===== src/rtl/phc_pkg.sv =====
`timescale 1ns/1ps
package phc_pkg;

  // Ceiling division used to derive cycle counts from picosecond figures.
  function automatic int unsigned ceil_div(int unsigned num, int unsigned den);
    return (num + den - 1) / den;
  endfunction

  // Sum of two phases on a circle of length frame.
  function automatic int unsigned ph_add(int unsigned a, int unsigned b, int unsigned frame);
    int unsigned s;
    s = a + b;
    return (s >= frame) ? s - frame : s;
  endfunction

  // Difference a - b on a circle of length frame.
  function automatic int unsigned ph_sub(int unsigned a, int unsigned b, int unsigned frame);
    return (a >= b) ? a - b : a + frame - b;
  endfunction

  // One count toward zero along the shorter arc.
  function automatic int unsigned ph_toward_zero(int unsigned x, int unsigned frame);
    if (x == 0) return 0;
    if (x <= frame / 2) return x - 1;
    return (x == frame - 1) ? 0 : x + 1;
  endfunction

endpackage


===== src/rtl/phc_clear_qual.sv =====
`timescale 1ns/1ps
module phc_clear_qual #(
  parameter int unsigned LOW_CYCLES = 15,
  localparam int CW = $clog2(LOW_CYCLES + 1)
) (
  input  logic clk,
  input  logic rst_n,
  input  logic clear_n,
  output logic clr_evt
);
  logic          sync1, sync2, sync_prev;
  logic [CW-1:0] low_cnt;

  always_ff @(posedge clk or negedge rst_n) begin
    if (!rst_n) begin
      sync1     <= 1'b1;
      sync2     <= 1'b1;
      sync_prev <= 1'b1;
      low_cnt   <= '0;
    end else begin
      sync1     <= clear_n;
      sync2     <= sync1;
      sync_prev <= sync2;
      if (sync2)
        low_cnt <= '0;
      else if (low_cnt != CW'(LOW_CYCLES))
        low_cnt <= low_cnt + 1'b1;
    end
  end

  // Accept on the rising edge that ends a long enough low pulse.
  assign clr_evt = sync2 & ~sync_prev & (low_cnt == CW'(LOW_CYCLES));
endmodule


===== src/rtl/phc_slew_timer.sv =====
`timescale 1ns/1ps
module phc_slew_timer #(
  parameter int unsigned STEP_TICKS = 4
) (
  input  logic clk,
  input  logic rst_n,
  input  logic busy,
  input  logic frame_tick,
  input  logic clr_evt,
  output logic step_evt
);
  generate
    if (STEP_TICKS <= 1) begin : g_every_tick
      assign step_evt = busy & frame_tick & ~clr_evt;
    end else begin : g_divided
      localparam int TW = $clog2(STEP_TICKS + 1);
      logic [TW-1:0] tick_cnt;

      assign step_evt = busy & frame_tick & ~clr_evt & (tick_cnt == TW'(STEP_TICKS - 1));

      always_ff @(posedge clk or negedge rst_n) begin
        if (!rst_n)
          tick_cnt <= '0;
        else if (clr_evt || step_evt || !busy)
          tick_cnt <= '0;
        else if (frame_tick)
          tick_cnt <= tick_cnt + 1'b1;
      end
    end
  endgenerate
endmodule


===== src/rtl/phc_ref_select.sv =====
`timescale 1ns/1ps
module phc_ref_select
  import phc_pkg::*;
#(
  parameter int unsigned FRAME_LEN = 6250,
  localparam int PH_W = $clog2(FRAME_LEN)
) (
  input  logic            clk,
  input  logic            rst_n,
  input  logic [PH_W-1:0] ref0_phase,
  input  logic [PH_W-1:0] ref1_phase,
  input  logic            sw_evt,
  input  logic [PH_W-1:0] offset,
  output logic [PH_W-1:0] err,
  output logic [PH_W-1:0] vref_phase
);
  logic            sel;
  logic [PH_W-1:0] old_ph, new_ph;

  always_ff @(posedge clk or negedge rst_n) begin
    if (!rst_n)
      sel <= 1'b0;
    else if (sw_evt)
      sel <= ~sel;
  end

  assign old_ph     = sel ? ref1_phase : ref0_phase;
  assign new_ph     = sel ? ref0_phase : ref1_phase;
  assign err        = PH_W'(ph_sub(32'(old_ph), 32'(new_ph), FRAME_LEN));
  assign vref_phase = PH_W'(ph_add(32'(old_ph), 32'(offset), FRAME_LEN));
endmodule


===== src/rtl/phc_offset_acc.sv =====
`timescale 1ns/1ps
module phc_offset_acc
  import phc_pkg::*;
#(
  parameter int unsigned FRAME_LEN = 6250,
  localparam int PH_W = $clog2(FRAME_LEN)
) (
  input  logic            clk,
  input  logic            rst_n,
  input  logic [PH_W-1:0] err,
  input  logic            sw_evt,
  input  logic            step_evt,
  input  logic            clr_evt,
  output logic [PH_W-1:0] offset,
  output logic            busy
);
  logic [PH_W-1:0] off_sw, off_nx;

  assign off_sw = sw_evt ? PH_W'(ph_add(32'(offset), 32'(err), FRAME_LEN)) : offset;
  assign off_nx = step_evt ? PH_W'(ph_toward_zero(32'(off_sw), FRAME_LEN)) : off_sw;

  always_ff @(posedge clk or negedge rst_n) begin
    if (!rst_n) begin
      offset <= '0;
      busy   <= 1'b0;
    end else begin
      offset <= off_nx;
      busy   <= (busy | clr_evt) & (off_nx != '0);
    end
  end
endmodule


===== src/rtl/hitless_phase_corrector.sv =====
`timescale 1ns/1ps
module hitless_phase_corrector
  import phc_pkg::*;
#(
  parameter int unsigned FRAME_LEN     = 6250,
  parameter int unsigned CLK_PERIOD_PS = 20000,
  parameter int unsigned MIN_LOW_PS    = 300000,
  parameter int unsigned SLEW_PS       = 5000,
  localparam int PH_W = $clog2(FRAME_LEN)
) (
  input  logic            clk,
  input  logic            rst_n,
  input  logic [PH_W-1:0] ref0_phase,
  input  logic [PH_W-1:0] ref1_phase,
  input  logic            switch_stb,
  input  logic            frame_tick,
  input  logic            clear_n,
  output logic [PH_W-1:0] vref_phase,
  output logic [PH_W-1:0] offset,
  output logic            busy
);
  localparam int unsigned LOW_CYCLES = ceil_div(MIN_LOW_PS, CLK_PERIOD_PS);
  localparam int unsigned STEP_TICKS = ceil_div(CLK_PERIOD_PS, SLEW_PS);

  logic            sw_evt;
  logic            clr_evt;
  logic            step_evt;
  logic [PH_W-1:0] err;

  assign sw_evt = switch_stb;

  phc_clear_qual #(.LOW_CYCLES(LOW_CYCLES)) clear_qual_i (
    .clk(clk), .rst_n(rst_n), .clear_n(clear_n), .clr_evt(clr_evt)
  );

  phc_slew_timer #(.STEP_TICKS(STEP_TICKS)) slew_timer_i (
    .clk(clk), .rst_n(rst_n), .busy(busy), .frame_tick(frame_tick),
    .clr_evt(clr_evt), .step_evt(step_evt)
  );

  phc_ref_select #(.FRAME_LEN(FRAME_LEN)) ref_select_i (
    .clk(clk), .rst_n(rst_n), .ref0_phase(ref0_phase), .ref1_phase(ref1_phase),
    .sw_evt(sw_evt), .offset(offset), .err(err), .vref_phase(vref_phase)
  );

  phc_offset_acc #(.FRAME_LEN(FRAME_LEN)) offset_acc_i (
    .clk(clk), .rst_n(rst_n), .err(err), .sw_evt(sw_evt), .step_evt(step_evt),
    .clr_evt(clr_evt), .offset(offset), .busy(busy)
  );
endmodule


===== config.mk =====
export PLATFORM = sky130hd
export DESIGN_NAME = hitless_phase_corrector
export DESIGN_NICKNAME = d
export VERILOG_FILES = /design/src/rtl/phc_pkg.sv /design/src/rtl/phc_clear_qual.sv /design/src/rtl/phc_slew_timer.sv /design/src/rtl/phc_ref_select.sv /design/src/rtl/phc_offset_acc.sv /design/src/rtl/hitless_phase_corrector.sv
export SDC_FILE = /design/constraint.sdc
export NUM_CORES = 1
export LEC_CHECK = 0
export BUFFER_PORTS_ARGS = -buffer_cell sky130_fd_sc_hd__buf_2
export CORE_MARGIN = 3
export CORE_UTILIZATION = 50
export DETAILED_ROUTE_END_ITERATION = 12
export HOLD_SLACK_MARGIN = 0.05
export PLACE_DENSITY = 0.74
export SETUP_SLACK_MARGIN = 0.05
export SYNTH_ARGS = -nofsm -noshare
export SYNTH_HDL_FRONTEND = slang
export SYNTH_SLANG_ARGS = --single-unit

===== constraint.sdc =====
create_clock -name clk -period 9.8 [get_ports clk]
set_clock_uncertainty 0.15 [all_clocks]
set_input_delay 1.47 -clock clk [delete_from_list [all_inputs] [get_ports clk]]
set_output_delay 1.47 -clock clk [all_outputs]
set_load 0.02 [all_outputs]

==> out/summary.log <==
[floorplanning] DIE AREA 0.01206 mm²
[detailed_routing] DRC violation count after routing 0
[finish] layout overhead on the synthesized area 11.68%
[setup_path] most frequent cell on the critical path ha_1
[clocking] CTS tree done
[timing] final period demand of the worst path 9328 ps
[timing] count of final max-slew check failures 0
[timing] final worst-path cycle share 95.19%
[setup_path] critical path required time 9780 ps
[synthesis] count of synthesis-stage warnings from yosys 0
[floorplanning] initial core utilization 51.72%
[timing] Fmax achieved 107.2 MHz
[setup_path] element type at the critical path start primary input
[timing] worst-case headroom to the max-slew limit 44.96%
[timing] fin worst setup slack 471.6 ps
[run] max_cap viols 0
[placement] post-placement worst setup slack -101.4 ps
[finish] layout cell share with drive strength beyond 1 20.03%
[global_routing] global-route wire length before repair 25110 µm
[clocking] hold buffer count at cts 0
[setup_path] arrival time at the worst endpoint 9310 ps
[timing] unrepaired setup endpoints after global routing no
[clocking] Clock Root Buffer clkbuf_8
[setup_path] crit end category flip-flop
[setup_path] Setup Crit Path Kind primary input to flip-flop
[synthesis] synthesized netlist net count 767
[detailed_routing] detailed-route via count 5412
[detailed_routing] router iterations before antenna repair 5
[detailed_routing] Vias/cell 6.257
[global_routing] most heavily used metal layer in global routing met2
[global_routing] GRT met1 Usage 34.27%
[status] run status finished clean
[setup_path] buffers plus inverters on the worst setup path 5
[synthesis] flop and latch count out of synthesis 25
[synthesis] Seq/Total Area, Yosys 11.68%
[global_routing] GRT Residual Overflow 0
[placement] gp weighted congestion 0.9850
[global_routing] met3 track demand over resource in global routing 2.231%
[clocking] clock edge transition at the registers on the reported setup and hold paths 80 ps
[finish] filler-free cell count of the finished design 865
[global_routing] GR Layer Usage met2 43.89%
[setup_path] crit path max fanout 7
[detailed_routing] average wire per cell in the routed design 18.56 µm
[clocking] H-tree depth 1
[setup_path] dominant delay contributor by cell family on the critical path compound AO/OA/AOI/OAI gates
[global_routing] vias in the first global route 5195
[setup_path] Slowest cell on crit path a211o_1
[timing] Setup-failing EPs final 0
[finish] Filler Cell Count 1008
[floorplanning] IO Pins 58
[placement] count of placed standard cells including taps 859
[placement] quantity of I/O buffers inserted on ports 57
[finish] core utilization of the finished layout 57.77%
[clocking] TritonCTS Sinks 25
[synthesis] number of flops mapped to enable cells by yosys 0
[synthesis] count of distinct cell types in the synthesized netlist 96
[clocking] total CTS buffers 3
[min_path] worst hold path class flip-flop to flip-flop
[placement] sum of net half-perimeters after detailed placement 12910 µm
[detailed_routing] Final ANT Viol Nets 0
[finish] number of nets at the end of the flow 827
[global_routing] pin count of the biggest net entering global routing 26
[setup_path] slowest cell delay on critical path 410 ps
[synthesis] total standard cell area after synthesis 0.005388 mm²
[floorplanning] y dimension of the die 109.8 µm
[floorplanning] area of the core 0.01042 mm²
[floorplanning] total number of placement rows 37
[clocking] largest buffer count on any clock path 2
[finish] Antenna Cells 0
[synthesis] Mean Syn Cell Area 8.041 µm²
[timing] final hold violation count 0
[detailed_routing] final wirelength 16060 µm
[floorplanning] Die X-Extent 109.8 µm
[timing] Slew @ Worst Pin 802.7 ps
[synthesis] async set or reset register ratio after synthesis 100.0%
[synthesis] Synth Flop Type dfrtp_1
[global_routing] total global routing track utilization 26.05%
[clocking] worst-skew pair later-pin latency 260 ps
[detailed_routing] initial detailed-routing violation count 376
[synthesis] gate count of the mapped netlist 670
[timing] final sum of negative setup slack 0 ps
[global_routing] number of antenna violations at the first check in global routing 0
-- flip-flops by register name, summed over array words and instances, names as in the netlist --
| signal | count |
|---|---|
| offset_acc_i.offset | 13 |
| offset_acc_i.busy | 1 |
| slew_timer_i.g_divided.tick_cnt | 3 |
| clear_qual_i.sync1 | 1 |
| clear_qual_i.low_cnt | 4 |
| clear_qual_i.sync_prev | 1 |
| clear_qual_i.sync2 | 1 |
| ref_select_i.sel | 1 |
-- cell usage after synthesis (4+ instances only) --
cell type | instances | share of area [%]
o21ai_0 | 35 | 3.3
and3_1 | 8 | 0.93
nand2_1 | 36 | 2.5
a211oi_2 | 4 | 0.93
dfrtp_1 | 22 | 10
a21o_1 | 15 | 2.1
a21oi_1 | 49 | 4.6
o31ai_1 | 6 | 0.84
and2_1 | 4 | 0.46
mux2_2 | 10 | 2.1
clkbuf_1 | 12 | 0.84
xnor2_1 | 29 | 4.7
nand2b_1 | 7 | 0.81
nor3b_1 | 5 | 0.70
or3_1 | 6 | 0.70
nand3_1 | 23 | 2.1
inv_1 | 49 | 3.4
nor3_1 | 20 | 1.9
o21a_1 | 8 | 1.1
buf_2 | 4 | 0.37
fa_1 | 8 | 3.0
nor2b_1 | 8 | 0.93
nand3b_1 | 6 | 0.84
o211ai_1 | 8 | 1.1
a31oi_1 | 6 | 0.70
a22oi_1 | 4 | 0.56
nor2_1 | 61 | 4.2
o21bai_1 | 11 | 1.5
ha_1 | 58 | 13
xor2_1 | 19 | 3.1
mux2i_1 | 31 | 5.8
-- worst paths after layout --
| path | startpoint | to | slack [ps] | cells past startpoint |
|---|---|---|---|---|
| worst max-delay path | ref1_phase[1] | offset_acc_i.busy | 470 | 36 |
| worst min-delay path | clear_qual_i.sync1 | clear_qual_i.sync2 | 210 | 0 |
| worst max register to register | ref_select_i.sel | offset_acc_i.busy | 970 | 35 |
| worst min register to register | clear_qual_i.sync1 | clear_qual_i.sync2 | 210 | 0 |
| max in group asynchronous | rst_n | clear_qual_i.sync1 | 8090 | 1 |
| min in group asynchronous | rst_n | clear_qual_i.low_cnt[0] | 1030 | 1 |
-- cell families (layout without fill, tap and decap cells) --
kind of cell	count (synthesis)	after routing	share of synthesized area [%]
compound gates	209	209	29.29
xor+xnor	52	52	9.011
fa+ha+maj	67	67	16.63
buf+inv	68	127	5.039
flops	25	25	11.68
mux	42	42	8.105
simple gates	207	207	20.25
-- final cells by class --
class | count | area, µm² | area share (%)
multi-input cells | 577 | 4563 | 75.84
repair buffers | 74 | 425.4 | 7.070
inverters | 49 | 183.9 | 3.057
flip-flops and latches | 25 | 629.4 | 10.46
well taps | 136 | 170.2 | 2.828
clock buffers | 4 | 45.04 | 0.7486
-- repair_timing --
action / 4_1_cts / 5_1_grt
resized for setup: 0 / 12
buffers inserted: 0 / 2
setup endpoints to repair: 0 / 6
-- stage by stage --
step                instance area [µm²]  hold WS [ps]
floorplan                          5388         195.2
global placement                   5881         197.5
detailed placement                 5881         205.8
CTS                                5926         216.8
global route                       6017         220.8
finish                             6017         213.6
-- metal layers --
metal | routed length (µm) | part of all wire, %
met5 | 0 | 0
met4 | 605 | 3.8
met1 | 6907 | 43
met3 | 890 | 5.5
met2 | 7651 | 48
-- cells in the final DEF (no fill, tap or decap), types with 8 or more instances in the layout --
cell type	n
a21o_1	15
a21oi_1	47
and3_1	8
buf_2	57
buf_4	16
dfrtp_1	22
fa_1	8
ha_1	58
inv_1	49
mux2_2	10
mux2i_1	30
nand2_1	36
nand3_1	23
nor2_1	61
nor2b_1	8
nor3_1	20
o211ai_1	8
o21a_1	8
o21ai_0	35
o21bai_1	11
xnor2_1	29
xor2_1	18
Power is left out: the tool's default activity adds up to more than one toggle a clock period on the data nets, which glitch-free logic cannot reach.
